### config.mk
export PLATFORM = sky130hd
export DESIGN_NAME = hz_stall_unit
export DESIGN_NICKNAME = d
export VERILOG_FILES = /design/src/rtl/hz_pkg.sv /design/src/rtl/hz_load_use.sv /design/src/rtl/hz_branch_dep.sv /design/src/rtl/hz_hold_seq.sv /design/src/rtl/hz_stall_unit.sv
export SDC_FILE = /design/constraint.sdc
export NUM_CORES = 1
export LEC_CHECK = 0
export BUFFER_PORTS_ARGS = -buffer_cell sky130_fd_sc_hd__buf_2
export CORE_AREA = 4 4 41 43
export CTS_BUF_LIST = sky130_fd_sc_hd__clkbuf_16
export DETAILED_ROUTE_END_ITERATION = 10
export DIE_AREA = 0 0 45 47
export GPL_TIMING_DRIVEN = 0
export PLACE_DENSITY = 0.69
export SYNTH_ARGS = -nofsm -noshare
export SYNTH_HDL_FRONTEND = slang
export SYNTH_SLANG_ARGS = --single-unit
### constraint.sdc
create_clock -name clk -period 1.7 [get_ports clk]
set_input_delay 0.425 -clock clk [delete_from_list [all_inputs] [get_ports clk]]
set_output_delay 0.425 -clock clk [all_outputs]
set_load 0.01 [all_outputs]
### src/rtl/hz_pkg.sv
package hz_pkg;
  // nonzero destination that matches one of two source registers
  function automatic logic dst_hits(input logic [7:0] dst, input logic [7:0] sa,
                                    input logic [7:0] sb);
    return (dst != 8'd0) && ((dst == sa) || (dst == sb));
  endfunction
endpackage

### src/rtl/hz_load_use.sv
module hz_load_use #(
  parameter int REG_W = 5
) (
  input  logic [REG_W-1:0] src_a,
  input  logic [REG_W-1:0] src_b,
  input  logic             ex_mem_rd,
  input  logic [REG_W-1:0] ex_dst,
  output logic             ex_hit,
  output logic             lu_hazard
);
  import hz_pkg::*;
  always_comb begin
    ex_hit    = dst_hits(8'(ex_dst), 8'(src_a), 8'(src_b));
    lu_hazard = ex_mem_rd && ex_hit;
  end
endmodule

### src/rtl/hz_branch_dep.sv
module hz_branch_dep #(
  parameter int REG_W = 5
) (
  input  logic             dec_branch,
  input  logic             ex_hit,
  input  logic             ex_mem_rd,
  input  logic             ex_reg_wr,
  input  logic [REG_W-1:0] src_a,
  input  logic [REG_W-1:0] src_b,
  input  logic             mem_mem_rd,
  input  logic             mem_reg_wr,
  input  logic [REG_W-1:0] mem_dst,
  output logic             br_one,
  output logic             br_two
);
  import hz_pkg::*;
  logic mem_hit;
  always_comb begin
    mem_hit = dst_hits(8'(mem_dst), 8'(src_a), 8'(src_b));
    // one cycle: ALU result one back, or load two back
    br_one  = dec_branch && ((ex_reg_wr && !ex_mem_rd && ex_hit) ||
                             (mem_mem_rd && mem_reg_wr && mem_hit));
    // load directly ahead of the branch
    br_two  = dec_branch && ex_mem_rd && ex_hit;
  end
endmodule

### src/rtl/hz_hold_seq.sv
module hz_hold_seq #(
  parameter int LOAD_BR_STALLS = 2
) (
  input  logic clk,
  input  logic rst_n,
  input  logic start,
  output logic hold
);
  localparam int CNT_W = (LOAD_BR_STALLS > 2) ? $clog2(LOAD_BR_STALLS) : 1;
  localparam logic [CNT_W-1:0] EXTRA = CNT_W'(LOAD_BR_STALLS - 1);
  logic [CNT_W-1:0] cnt_q;

  assign hold = (cnt_q != '0);

  always_ff @(posedge clk or negedge rst_n) begin
    if (!rst_n)      cnt_q <= '0;
    else if (hold)   cnt_q <= cnt_q - 1'b1;
    else if (start)  cnt_q <= EXTRA;
  end
endmodule

### src/rtl/hz_stall_unit.sv
module hz_stall_unit #(
  parameter int REG_W          = 5,
  parameter int LOAD_BR_STALLS = 2
) (
  input  logic             clk,
  input  logic             rst_n,
  input  logic [REG_W-1:0] dec_src_a,
  input  logic [REG_W-1:0] dec_src_b,
  input  logic             dec_branch,
  input  logic             br_taken,
  input  logic             ex_mem_rd,
  input  logic             ex_reg_wr,
  input  logic [REG_W-1:0] ex_dst,
  input  logic             mem_mem_rd,
  input  logic             mem_reg_wr,
  input  logic [REG_W-1:0] mem_dst,
  output logic             pc_we,
  output logic             ifd_we,
  output logic             idex_bubble,
  output logic             ifd_flush
);
  logic ex_hit, lu_hazard, br_one, two_cyc_hit, hold_q, stall_now;

  hz_load_use #(.REG_W(REG_W)) lu_i (
    .src_a(dec_src_a), .src_b(dec_src_b), .ex_mem_rd(ex_mem_rd),
    .ex_dst(ex_dst), .ex_hit(ex_hit), .lu_hazard(lu_hazard)
  );

  hz_branch_dep #(.REG_W(REG_W)) br_i (
    .dec_branch(dec_branch), .ex_hit(ex_hit), .ex_mem_rd(ex_mem_rd),
    .ex_reg_wr(ex_reg_wr), .src_a(dec_src_a), .src_b(dec_src_b),
    .mem_mem_rd(mem_mem_rd), .mem_reg_wr(mem_reg_wr), .mem_dst(mem_dst),
    .br_one(br_one), .br_two(two_cyc_hit)
  );

  hz_hold_seq #(.LOAD_BR_STALLS(LOAD_BR_STALLS)) seq_i (
    .clk(clk), .rst_n(rst_n), .start(two_cyc_hit), .hold(hold_q)
  );

  always_comb begin
    stall_now   = hold_q || lu_hazard || br_one || two_cyc_hit;
    pc_we       = !stall_now;
    ifd_we      = !stall_now;
    idex_bubble = stall_now;
    ifd_flush   = dec_branch && br_taken && !stall_now;
  end
endmodule

==> impl_results.md <==
- Initial antenna violation count: 0
- Final antenna diode count: 0
- Clk Latency, worst-skew pair: 0 ns
- Family of cells with the greatest summed delay on the critical path: compound AO/OA/AOI/OAI gates
- Met1 track demand over resource in global routing: 0.122
- Routed wire per std cell: 12.0 um
- Horiz. Die Dim: 45 um
- Y dimension of the die: 47 um
- Nets: 107
- PD cells: 300 mW/mm^2
- Area of the mapped netlist: 353 sq um
- Share of the clock period used by the worst path: 1.11
- Maximum number of pins on one net before global-route repair: 5
- Syn Area/Cell: 7.67 sq um
- Slew @ Worst Pin: 0.289 ns
- Synth-to-layout area growth: 110%
- Placeable core area: 0.00130 sq mm
- Cell type contributing the most total cell area after synthesis: sky130_fd_sc_hd__xnor2_1
- Final HPWL from detailed placement: 972 um
- Required time reported for the critical path endpoint: 1.27 ns
- Warning count from the yosys run: 0
- Post-synthesis cell count: 46
- Number of setup buffers added after CTS: 0
- Flip-flop count of the largest register, all copies and words added: 1
- ANT nets after route: 0
- Overall Global Routing Usage: 0.102
- Number of maximum-capacitance constraint violations: 0
- Met2 usage: 0.209
- Static leakage power: 0.000297 uW
- Yosys top cell area share: 0.447
- Remaining global-route overflow: 0
- Input/output buffers: 31
- Register-to-Register Setup Slack: 0.94 ns
- Final Hold Violating Endpoints: 0
- Netlist cell types: 16
- Number of global-route vias before repair: 434
- Final number of max-transition violations: 0
- Startpoint of the most critical register-to-register path: seq_i.hold$_DFF_PN0_
- Post-Place Cell Area: 538 sq um
- HP Class: in2async
- Vias post-DR: 436
- Run status: finished, violations left
- Critical path cell sequence: buf_8, xnor2_2, nand3_2, o32ai_4, a221oi_2, buf_4, buf_6
- Number of design-rule violations left by the first detailed-router iteration: 0
- Last weighted congestion value of the routability-driven placer: 0.812
- Violations in the final reports: negative setup slack
- Initial Util: 0.271
- Standard cell with the maximum stage delay on the critical path: sky130_fd_sc_hd__o32ai_4
- Maximum net fanout on the critical path: 4
- Total die area: 0.00212 sq mm
- Normalized max-slew margin: 0.807
- Detailed-router iteration count before antenna repair: 1
- Slowest Stage Delay on Critical Path: 0.28 ns
- Proportion of synthesized chip area in sequential cells: 0.0709
- Min Tclk post-route: 1.88 ns
- Peak-usage layer in the global routing report: met2
- Kind of critical path: in2out
- Share of the core filled with cells in the final layout: 0.570
- Count of buffering cells on the critical path with inverters included: 3
- Final clock skew: 0 ns
- Pre-CTS setup slack: -0.315 ns
- Placement row count: 13
- Wire length of the first global-routing pass: 1690 um
- Clock-pin transition on the worst setup and hold timing paths: 0 ns
- Final standard cell area without fillers: 742 sq um
- Highest Clock Rate: 0.532 GHz
- Fraction of final layout cells sized beyond drive strength 1: 0.597
- Launching element of the worst setup path: ex_dst[4]
- Smallest setup slack after layout: -0.179 ns
- Startpoint type of the worst setup path: input pin
- IO Count: 32
- Synthesized Nets: 74
- Maximum VDD drop: 0.000159 V
- Data arrival, critical path: 1.45 ns
- Kind of end point of the critical path: output pin
- Met3 demand-to-capacity share in global routing: 0.00383
- Unrepaired setup endpoints after global routing: true
- Hold-fix buffers, CTS: 0
- FF+latch count, synth: 1
- DR DRC count: 0
- Wirelength, routed: 1110 um
- Number of setup violations in the final report: 4
- Leading cell types by total area after synthesis: sky130_fd_sc_hd__xnor2_1, sky130_fd_sc_hd__dfrtp_1, sky130_fd_sc_hd__nand3_1
- Number of vias per cell: 4.74
routing by layer:
metal	vias to the layer above	part of all wire
met5	-	0
met4	0	0
met3	0	0.076
met2	19	0.54
met1	187	0.38
li1	230	-
cells in the final DEF, fill, tap and decap left out, types with 2 or more instances in the layout:
master / count
sky130_fd_sc_hd__buf_2: 20
sky130_fd_sc_hd__xnor2_1: 13
sky130_fd_sc_hd__buf_6: 8
sky130_fd_sc_hd__nand2_1: 4
sky130_fd_sc_hd__xnor2_2: 3
sky130_fd_sc_hd__nand3_1: 3
sky130_fd_sc_hd__buf_8: 3
sky130_fd_sc_hd__xnor2_4: 2
sky130_fd_sc_hd__nand3_2: 2
sky130_fd_sc_hd__nor2_1: 2
sky130_fd_sc_hd__a21oi_1: 2
cell usage after synthesis:
library cell and number:
sky130_fd_sc_hd__buf_4 1, sky130_fd_sc_hd__nand3b_1 1, sky130_fd_sc_hd__a221oi_1 2, sky130_fd_sc_hd__a221o_1 1, sky130_fd_sc_hd__nand4b_1 1, sky130_fd_sc_hd__xor2_1 2
sky130_fd_sc_hd__nor2_1 2, sky130_fd_sc_hd__xnor2_1 18, sky130_fd_sc_hd__nand2_1 4, sky130_fd_sc_hd__nor3_1 2, sky130_fd_sc_hd__o22ai_1 1, sky130_fd_sc_hd__dfrtp_1 1
sky130_fd_sc_hd__nand3_1 5, sky130_fd_sc_hd__o32ai_2 1, sky130_fd_sc_hd__a21oi_1 3, sky130_fd_sc_hd__nor2b_1 1
report_power, final:
group,leakage [uW],total [uW],switching (uW),internal [uW]
Sequential,0.0000139,25.1,0.413,24.7
Clock,0,0,0,0
Combinational,0.000283,198,85.2,113
layout make-up:
| cell class | count | area, sq um |
|---|---|---|
| Buffer | 1 | 7.51 |
| Fill cell | 114 | 559 |
| Multi-Input combinational cell | 44 | 455 |
| Sequential cell | 1 | 25.0 |
| Tap cell | 15 | 18.8 |
| Timing Repair Buffer | 31 | 235 |
cell families after synthesis:
group                     synth area share
and+or+nand+nor                      0.227
AOI/OAI and AO/OA                    0.184
DFF                                 0.0709
xor gates and xnor gates             0.496
buffers and inverters               0.0213
per-stage QoR:
stage	hold WS (ns)	power (uW)	TNS, ns	cells
final	0.200	223	-0.510	92
after CTS	0.202	192	-0.807	92
after detailed placement	0.202	163	-1.00	92
after global routing	0.205	237	-0.704	92
after global placement	0.200	161	-0.917	92
after floorplan	0.129	99.3	0	46
path summary, 6_finish.rpt:
path,end,cells after the start
max in group asynchronous,seq_i.hold$_DFF_PN0_,1
worst max register to register,seq_i.hold$_DFF_PN0_,2
worst max-delay path,pc_we,7
worst min register to register,seq_i.hold$_DFF_PN0_,2
worst min-delay path,seq_i.hold$_DFF_PN0_,1
min in group clk,seq_i.hold$_DFF_PN0_,2
timing repair:
item                                    in CTS  in global routing
gates resized for setup                     16                 24
endpoints found under the setup margin       4                  4
pin swaps                                    7                 10
Power figures use the tool's default switching activity.
